[config.mk]
export PLATFORM = sky130hd
export DESIGN_NAME = radio_cmd_seq
export DESIGN_NICKNAME = d
export VERILOG_FILES = /design/src/rtl/radio_cmd_pkg.sv /design/src/rtl/spi_byte_shifter.sv /design/src/rtl/busy_wait_timer.sv /design/src/rtl/cmd_param_buf.sv /design/src/rtl/radio_cmd_seq.sv
export SDC_FILE = /design/constraint.sdc
export NUM_CORES = 1
export LEC_CHECK = 0
export BUFFER_PORTS_ARGS = -buffer_cell sky130_fd_sc_hd__buf_4
export CORE_MARGIN = 1
export CORE_UTILIZATION = 30
export DETAILED_ROUTE_END_ITERATION = 8
export PLACE_DENSITY = 0.5
export SKIP_CTS_REPAIR_TIMING = 1
export SLEW_MARGIN = 10
export SYNTH_ARGS = -nofsm -noshare
export SYNTH_HDL_FRONTEND = slang
export SYNTH_SLANG_ARGS = --single-unit
[constraint.sdc]
create_clock -name clk -period 8.1 [get_ports clk]
set_clock_uncertainty 0.2 [all_clocks]
set_input_delay 1.215 -clock clk [delete_from_list [all_inputs] [get_ports clk]]
set_output_delay 1.215 -clock clk [all_outputs]
set_load 0.005 [all_outputs]
[src/rtl/radio_cmd_pkg.sv]
package radio_cmd_pkg;
  localparam logic [7:0] OP_SLEEP = 8'h84;

  typedef enum logic [2:0] {
    S_IDLE,
    S_WAIT_AWAKE,
    S_WAIT_WAKE,
    S_SHIFT,
    S_FINISH
  } seq_state_e;
endpackage

[src/rtl/spi_byte_shifter.sv]
module spi_byte_shifter #(
  parameter int HALF_DIV = 2
) (
  input  logic       clk,
  input  logic       rst_n,
  input  logic       start,
  input  logic [7:0] tx_byte,
  input  logic       miso,
  output logic       sck,
  output logic       mosi,
  output logic       byte_done,
  output logic [7:0] rx_byte
);
  localparam int DW = (HALF_DIV > 1) ? $clog2(HALF_DIV) : 1;
  localparam logic [DW-1:0] DIV_LAST = DW'(HALF_DIV - 1);

  logic          active;
  logic [DW-1:0] div_cnt;
  logic [2:0]    bit_cnt;
  logic [7:0]    shreg;

  wire half_tick = (div_cnt == DIV_LAST);

  always_ff @(posedge clk or negedge rst_n) begin
    if (!rst_n) begin
      active    <= 1'b0;
      div_cnt   <= '0;
      bit_cnt   <= '0;
      shreg     <= '0;
      sck       <= 1'b0;
      byte_done <= 1'b0;
      rx_byte   <= '0;
    end else begin
      byte_done <= 1'b0;
      if (start && !active) begin
        active  <= 1'b1;
        shreg   <= tx_byte;
        div_cnt <= '0;
        bit_cnt <= '0;
        sck     <= 1'b0;
      end else if (active) begin
        if (half_tick) begin
          div_cnt <= '0;
          if (!sck) begin
            sck     <= 1'b1;
            rx_byte <= {rx_byte[6:0], miso};
          end else begin
            sck <= 1'b0;
            if (bit_cnt == 3'd7) begin
              active    <= 1'b0;
              byte_done <= 1'b1;
            end else begin
              bit_cnt <= bit_cnt + 3'd1;
              shreg   <= {shreg[6:0], 1'b0};
            end
          end
        end else begin
          div_cnt <= div_cnt + DW'(1);
        end
      end
    end
  end

  assign mosi = active ? shreg[7] : 1'b0;


  sck_idle_chk: assert property (@(posedge clk) disable iff (!rst_n)
    !active |-> !sck);

  mosi_hold_chk: assert property (@(posedge clk) disable iff (!rst_n)
    sck |=> (!sck || $stable(mosi)));
endmodule

[src/rtl/busy_wait_timer.sv]
module busy_wait_timer #(
  parameter int LIM_W = 16
) (
  input  logic             clk,
  input  logic             rst_n,
  input  logic             clear,
  input  logic             count_en,
  input  logic [LIM_W-1:0] limit,
  output logic             expired
);
  logic [LIM_W-1:0] cnt;

  always_ff @(posedge clk or negedge rst_n) begin
    if (!rst_n)                         cnt <= '0;
    else if (clear)                     cnt <= '0;
    else if (count_en && (cnt != '1))   cnt <= cnt + LIM_W'(1);
  end

  assign expired = count_en &&
                   (({1'b0, cnt} + (LIM_W+1)'(1)) >= {1'b0, limit});
endmodule

[src/rtl/cmd_param_buf.sv]
module cmd_param_buf #(
  parameter int DEPTH = 16,
  parameter int AW    = 4
) (
  input  logic          clk,
  input  logic          rst_n,
  input  logic          host_we,
  input  logic [AW-1:0] host_addr,
  input  logic [7:0]    host_wdata,
  output logic [7:0]    host_rdata,
  input  logic          seq_we,
  input  logic [AW-1:0] seq_waddr,
  input  logic [7:0]    seq_wdata,
  input  logic [AW-1:0] seq_raddr,
  output logic [7:0]    seq_rdata
);
  logic [7:0] mem [DEPTH];

  always_ff @(posedge clk or negedge rst_n) begin
    if (!rst_n) begin
      for (int i = 0; i < DEPTH; i++) mem[i] <= '0;
    end else begin
      for (int i = 0; i < DEPTH; i++) begin
        if (seq_we && (seq_waddr == AW'(i)))        mem[i] <= seq_wdata;
        else if (host_we && (host_addr == AW'(i)))  mem[i] <= host_wdata;
      end
    end
  end

  assign host_rdata = mem[host_addr];
  assign seq_rdata  = mem[seq_raddr];
endmodule

[src/rtl/radio_cmd_seq.sv]
module radio_cmd_seq
  import radio_cmd_pkg::*;
#(
  parameter int HALF_DIV   = 2,
  parameter int MAX_PARAMS = 16,
  parameter int LIM_W      = 16,
  localparam int CW = $clog2(MAX_PARAMS + 1),
  localparam int AW = $clog2(MAX_PARAMS)
) (
  input  logic             clk,
  input  logic             rst_n,
  input  logic             cmd_valid,
  output logic             cmd_ready,
  input  logic [7:0]       cmd_opcode,
  input  logic [CW-1:0]    cmd_count,
  input  logic [LIM_W-1:0] busy_limit,
  output logic             done,
  output logic             timeout_err,
  output logic             dev_asleep,
  input  logic             buf_we,
  input  logic [AW-1:0]    buf_addr,
  input  logic [7:0]       buf_wdata,
  output logic [7:0]       buf_rdata,
  output logic             spi_sck,
  output logic             spi_mosi,
  input  logic             spi_miso,
  output logic             spi_cs_n,
  input  logic             dev_busy
);
  localparam logic [CW-1:0] CNT_MAX = CW'(MAX_PARAMS);

  seq_state_e    state;
  logic [7:0]    op_q;
  logic [CW-1:0] cnt_q;
  logic [CW-1:0] idx;
  logic          cs_n_q;
  logic          asleep_q;
  logic          err_q;

  logic          shift_start;
  logic          byte_done;
  logic [7:0]    rx_byte;
  logic [7:0]    tx_byte;
  logic [7:0]    seq_rdata;
  logic [CW-1:0] tx_idx;
  logic          wait_state;
  logic          expired;
  logic          last_byte;

  wire [CW-1:0] cnt_clamped = (cmd_count > CNT_MAX) ? CNT_MAX : cmd_count;

  assign wait_state = (state == S_WAIT_AWAKE) || (state == S_WAIT_WAKE);
  assign last_byte  = (idx == cnt_q);
  assign tx_idx     = (state == S_SHIFT) ? (idx + CW'(1)) : '0;
  assign tx_byte    = (tx_idx == '0) ? op_q : seq_rdata;

  assign shift_start = (wait_state && !dev_busy) ||
                       ((state == S_SHIFT) && byte_done && !last_byte);

  always_ff @(posedge clk or negedge rst_n) begin
    if (!rst_n) begin
      state    <= S_IDLE;
      op_q     <= '0;
      cnt_q    <= '0;
      idx      <= '0;
      cs_n_q   <= 1'b1;
      asleep_q <= 1'b0;
      err_q    <= 1'b0;
    end else begin
      unique case (state)
        S_IDLE: begin
          if (cmd_valid) begin
            op_q  <= cmd_opcode;
            cnt_q <= cnt_clamped;
            idx   <= '0;
            err_q <= 1'b0;
            if (asleep_q) begin
              cs_n_q <= 1'b0;
              state  <= S_WAIT_WAKE;
            end else begin
              state  <= S_WAIT_AWAKE;
            end
          end
        end
        S_WAIT_AWAKE: begin
          if (!dev_busy) begin
            cs_n_q <= 1'b0;
            state  <= S_SHIFT;
          end else if (expired) begin
            err_q <= 1'b1;
            state <= S_FINISH;
          end
        end
        S_WAIT_WAKE: begin
          if (!dev_busy) begin
            asleep_q <= 1'b0;
            state    <= S_SHIFT;
          end else if (expired) begin
            cs_n_q <= 1'b1;
            err_q  <= 1'b1;
            state  <= S_FINISH;
          end
        end
        S_SHIFT: begin
          if (byte_done) begin
            if (last_byte) begin
              cs_n_q <= 1'b1;
              if (op_q == OP_SLEEP) asleep_q <= 1'b1;
              state <= S_FINISH;
            end else begin
              idx <= idx + CW'(1);
            end
          end
        end
        S_FINISH: state <= S_IDLE;
        default:  state <= S_IDLE;
      endcase
    end
  end

  spi_byte_shifter #(.HALF_DIV(HALF_DIV)) u_shift (
    .clk       (clk),
    .rst_n     (rst_n),
    .start     (shift_start),
    .tx_byte   (tx_byte),
    .miso      (spi_miso),
    .sck       (spi_sck),
    .mosi      (spi_mosi),
    .byte_done (byte_done),
    .rx_byte   (rx_byte)
  );

  busy_wait_timer #(.LIM_W(LIM_W)) u_timer (
    .clk      (clk),
    .rst_n    (rst_n),
    .clear    (state == S_IDLE),
    .count_en (wait_state && dev_busy),
    .limit    (busy_limit),
    .expired  (expired)
  );

  cmd_param_buf #(.DEPTH(MAX_PARAMS), .AW(AW)) u_buf (
    .clk        (clk),
    .rst_n      (rst_n),
    .host_we    (buf_we && cmd_ready),
    .host_addr  (buf_addr),
    .host_wdata (buf_wdata),
    .host_rdata (buf_rdata),
    .seq_we     ((state == S_SHIFT) && byte_done && (idx != '0)),
    .seq_waddr  (AW'(idx - CW'(1))),
    .seq_wdata  (rx_byte),
    .seq_raddr  (AW'(tx_idx - CW'(1))),
    .seq_rdata  (seq_rdata)
  );

  assign cmd_ready   = (state == S_IDLE);
  assign done        = (state == S_FINISH);
  assign timeout_err = err_q;
  assign dev_asleep  = asleep_q;
  assign spi_cs_n    = cs_n_q;


  awake_select_chk: assert property (@(posedge clk) disable iff (!rst_n)
    ($fell(spi_cs_n) && !$past(asleep_q)) |-> !$past(dev_busy));

  wake_release_chk: assert property (@(posedge clk) disable iff (!rst_n)
    $fell(asleep_q) |-> !spi_cs_n);

  idx_bound_chk: assert property (@(posedge clk) disable iff (!rst_n)
    (state == S_SHIFT) |-> (idx <= cnt_q));

  done_after_release_chk: assert property (@(posedge clk) disable iff (!rst_n)
    $rose(spi_cs_n) |-> done);

  done_single_chk: assert property (@(posedge clk) disable iff (!rst_n)
    done |=> !done);

  sleep_flag_src_chk: assert property (@(posedge clk) disable iff (!rst_n)
    $rose(asleep_q) |-> (op_q == OP_SLEEP));

  sck_selected_chk: assert property (@(posedge clk) disable iff (!rst_n)
    spi_sck |-> !spi_cs_n);

  ready_after_done_chk: assert property (@(posedge clk) disable iff (!rst_n)
    done |=> cmd_ready);

  abort_release_chk: assert property (@(posedge clk) disable iff (!rst_n)
    $rose(err_q) |-> spi_cs_n);
endmodule

-- Word level (Yosys, flattened, before mapping)
Index checks and enable logic that the tools add are counted.
- equal/unequal tests: 52
- $add $sub $neg: 7
- div/mod/pow operators: 0
- bitwise operators: 4
- muxes and demuxes: 96
- shift operators: 0
- multipliers: 0
- $lt $le $gt $ge: 4
- reduce and logical (&&, ||, !) cells: 85
- operators with widths (kind ; count):
    8-bit 2-to-1 mux ; 42
    8-bit binary-select mux with 4-bit select ; 2
    4-bit equality test (second input constant) ; 16
    2-bit nonzero test ; 23
    1-bit logical AND ; 41
    4-bit by 3-bit equality test with 1-bit output (second input constant) ; 8
    16-bit 2-to-1 mux ; 2
    3-bit 2-to-1 mux ; 10
    1-bit 2-to-1 mux ; 29
    5-bit 2-to-1 mux ; 5
    4-bit AND reduction ; 5
    16-bit by 1-bit adder with 17-bit output (second input constant) ; 1
    17-bit by 16-bit greater-or-equal comparator with 1-bit output ; 1
    16-bit by 1-bit adder with 16-bit output (second input constant) ; 1
    4-bit by 2-bit equality test with 1-bit output (second input constant) ; 4
    16-bit != test (second input constant) ; 1
    2-bit != test (second input constant) ; 7
    2-bit by 1-bit != test with 1-bit output (second input constant) ; 6
    5-bit greater-or-equal comparator (second input constant) ; 2
    4-bit inverter with 5-bit output ; 2
    5-bit case mux with 2 select lines ; 1
    3-bit case mux with 3 select lines ; 1
    4-bit by 1-bit equality test with 1-bit output (second input constant) ; 2
    8-bit equality test (second input constant) ; 1
    other kinds (25) ; 35
- register bits after elaboration: 191
- word-level logic and storage cells: 279
- ROM bits: 0
- bits in writable memories: 0
- latch bits: 0
- memories kept: 0

-- Logic depth before layout (Yosys ltp)
- depth after elaboration: 9
- gate-level depth with buffers: 13
- depth with buffers taken out: 13

-- Hierarchy
From an unflattened synthesis, not the netlist that was laid out.
- cells, all modules: 1376
- area, all modules: 12700.9 µm²
- by module, submodules not included (module ; area an instance (µm²) ; times used ; cells an instance ; sequential area each (µm²)):
    cmd_param_buf ; 8630.8 ; 1 ; 953 ; 3203.1
    radio_cmd_seq ; 1669.1 ; 1 ; 177 ; 601.8
    busy_wait_timer ; 1410.1 ; 1 ; 168 ; 400.4
    spi_byte_shifter ; 991.0 ; 1 ; 78 ; 575.6

-- Worst setup path after synthesis
No wires, ideal clock.
- path kind: in2out
- start point: input port buf_addr[0]
- end point: output port buf_rdata[0]
- path slack: 3.911 ns
- arrival: 2.774 ns
- required time: 6.685 ns
- stages: 4
- path through: buf_2 -> buf_2 -> mux4_2 -> mux4_2
- cells in the longest elaborated chain, start to end: 4
- ends and longest elaborated chain (item ; line ; source):
    start, declared ; radio_cmd_seq.sv:21 ; input logic [AW-1:0] buf_addr,
    4-bit inverter with 5-bit output (not written as such) ; cmd_param_buf.sv:30 ; assign host_rdata = mem[host_addr];
    8-bit binary-select mux with 4-bit select ; cmd_param_buf.sv:30 ;
    8-bit 2-to-1 mux (not written as such) (2 in a row) ; cmd_param_buf.sv:30 ;
    end, declared ; radio_cmd_seq.sv:23 ; output logic [7:0] buf_rdata,
No other way between the ends. The select of a mux whose other input is x is not followed.

-- Worst setup path after layout
- start point: input port buf_addr[0]
- end point: output port buf_rdata[4]
Same word-level chain as after synthesis.

==> results.json <==
{
  "arrival_ns": 3.09,
  "setup_viol": 0,
  "status": "finished, final reports clean",
  "ant_nets": 0,
  "max_stage_delay_ns": 0.58,
  "fin_crit_sh": 0.556,
  "grt_pass1_wl_mm": 59.4,
  "vdd_drop_max_uv": 233,
  "path_cells": "buf_4 -> mux4_2 -> mux4_2 -> buf_4",
  "die-area_sq_um": 39600,
  "fp.coreArea_sq_um": 37900,
  "required_ns": 6.68,
  "finalHoldViolations": 0,
  "rows": 71,
  "dr_total_vias": 9046,
  "grt_max_degree": 98,
  "top_level_ports": 62,
  "clk_latency_ns": 0.45,
  "min_period_ns": 4.50,
  "placed_cell_area_sq_um": 12500,
  "hp-class": "flip-flop to flip-flop",
  "layout.area.seq_sq_um": 4780,
  "fill_cells": 3818,
  "maxCapViolCount": 0,
  "syn_nets": 1109,
  "multiInputGateArea_sq_um": 6440,
  "portBuffers": 61,
  "first_iter_violations": 680,
  "antenna_found_initial": 0,
  "cp-start-kind": "input port",
  "stdcell_area_sq_um": 13100,
  "slew_violations": 0,
  "relSlewSlack": 0.270,
  "dpl.hpwl_mm": 27.6,
  "synthDistinctLibCells": 61,
  "yosys_register_bits": 191,
  "grt_use_total": 0.206,
  "root_buffer": "clkbuf_16",
  "setup_tns_ns": 0,
  "power_density_nw_per_um2": 248,
  "cts_num_sinks": 191,
  "yosys_warnings": 0,
  "syn_inst": 1035,
  "diodes": 0,
  "routed_via_density": 5.77,
  "die_y_microns": 199,
  "path_max_fanout": 39,
  "synthFlopType": "dfrtp_1",
  "slowest_stage": "mux4_2",
  "finalHoldWorstSlack_ns": 0.307,
  "cts_max_path_buffers": 2,
  "cts_tree": "built",
  "dr.pass1.iters": 5,
  "synth_edf_count": 0,
  "routed_wl_mm": 39.2,
  "ctsHtreeMaxLevel": 4,
  "area_growth_syn_to_layout_pct": 12.2,
  "netlist_area_sq_um": 11600,
  "initial_utilization": 0.307,
  "drive_above_1_share": 0.204,
  "path_class": "input port to output pin",
  "drc": 0,
  "endpoint_kind": "output pin",
  "syn_avg_cell_area_sq_um": 11.3,
  "clkSlewWorstSetupHoldPaths_ns": 0.08,
  "numCtsBuffers": 17,
  "synth_seq_area_share": 0.410,
  "route.detailed.wl_per_inst_microns": 25.0,
  "tightestPinTransition_ns": 1.09,
  "nets": 1117,
  "rsz0062_at_grt": "no",
  "grt_overflow": 0,
  "async_flop_share": 1.00,
  "die_x_microns": 199,
  "gp_routability_congestion": 0.866,
  "max_freq_ghz": 0.222,
  "grt_pass1_vias": 9069,
  "p_leak_nw": 6.84
}
## area by class of cell
type	count	area share
multi-input cells	745	0.493
well taps	511	0.0489
clock buffers	21	0.0337
repair buffers	67	0.0389
inverters	21	0.00612
flip-flops and latches	191	0.366
clock inverters	11	0.0139
## synthesized netlist by cell type, drive strengths merged (2+ instances only)
cell type  instances  area, sq um
o31ai              6         45.0
mux2              18          203
xnor2             14          141
nor4b              2         17.5
a211oi             3         22.5
o21ai             39          195
mux4              72         1630
a21oi             14         70.1
and3              11         68.8
o21a               4         30.0
nand4              8         50.1
inv               19         71.3
xor2              11         96.3
nand3b             3         26.3
a21o             129          968
nand3             13         65.1
and2               6         37.5
or3                5         36.3
a22oi             16          120
nor3b              2         15.0
a22o             114          998
o22ai              2         12.5
or4                2         15.0
dfrtp            190         4750
and4               3         26.3
nand2b             7         43.8
o31a               2         17.5
clkinv             2         8.75
o211ai             2         15.0
buf               28          161
clkbuf            50          188
a2bb2oi            7         61.3
nand2             80          303
nor2              73          337
mux2i             25          250
nor4               2         12.5
ha                27          338
a31oi              7         50.1
nor3              10         76.3
## worst max-delay path, delay by kind of cell
family / cells / cell delay [ns]
multiplexers: 2 / 1.12
buffers and inverters: 2 / 0.70
## routing by layer
layer	GRT usage	share of wire
met3	0.0410	0.055
met1	0.273	0.44
met5	0	0
met2	0.326	0.47
met4	0.0900	0.037
## cell families (layout without fill, tap and decap cells)
family	count (synthesis)	after routing	synth area share
xor+xnor	25	25	0.0204
buf+inv	99	120	0.0368
fa+ha+maj	27	27	0.0290
flops	191	191	0.410
mux	115	115	0.178
simple gates	231	231	0.0996
compound gates	347	347	0.225
## where the power goes
part	total (mW)	leakage [nW]	switching (mW)	internal, mW
registers	1.34	2.59	0.275	1.06
logic	0.966	3.96	0.520	0.446
clock network	0.936	0.294	0.413	0.523
total	3.24	6.84	1.21	2.03
## metrics by stage
step                      std cells  worst slack [ns]   util  power (mW)
after floorplan                1035              3.91      -        2.01
after global placement         1535              3.60  0.328        2.30
after detailed placement       1535              3.56  0.328        2.32
after CTS                      1567              3.56  0.345        3.26
after global routing           1567              3.50  0.345        3.38
final                          1567              3.60  0.345        3.24
## worst paths after layout
check	endpoint	cells after the start	start	slack [ns]
max	buf_rdata[4]	4	buf_addr[0]	3.60
min	cnt_q[1]$_DFFE_PN0P_	2	cnt_q[1]$_DFFE_PN0P_	0.31
max reg2reg	u_shift.shreg[2]$_DFFE_PN0P_	9	state[2]$_DFFE_PN0P_	3.86
min reg2reg	cnt_q[1]$_DFFE_PN0P_	2	cnt_q[1]$_DFFE_PN0P_	0.31
max in group asynchronous	u_buf.mem[107]$_DFFE_PN0P_	2	rst_n	5.82
min in group asynchronous	u_timer.cnt[0]$_DFFE_PN0P_	1	rst_n	0.59
## registers in the layout, indices dropped and copies added (netlist names)
register and flops:
cnt_q 5, dev_asleep 1, idx 5, op_q 8
spi_cs_n 1, state 3, timeout_err 1, u_buf.mem 128
u_shift.active 1, u_shift.bit_cnt 3, u_shift.byte_done 1, u_shift.div_cnt 1
u_shift.rx_byte 8, u_shift.sck 1, u_shift.shreg 8, u_timer.cnt 16
## placed cells by master, fill, tap and decap left out, drive strengths merged, types with 13 or more instances in the layout
cell type,synthesis,layout
dfrtp,190,190
a21o,129,129
a22o,114,114
nand2,80,80
nor2,73,73
mux4,72,72
buf,28,66
o21ai,39,39
ha,27,27
mux2i,25,25
clkbuf,50,22
inv,19,21
mux2,18,18
a22oi,16,16
a21oi,14,14
xnor2,14,14
nand3,13,13
Note: power is estimated with default switching activity, not from simulation.
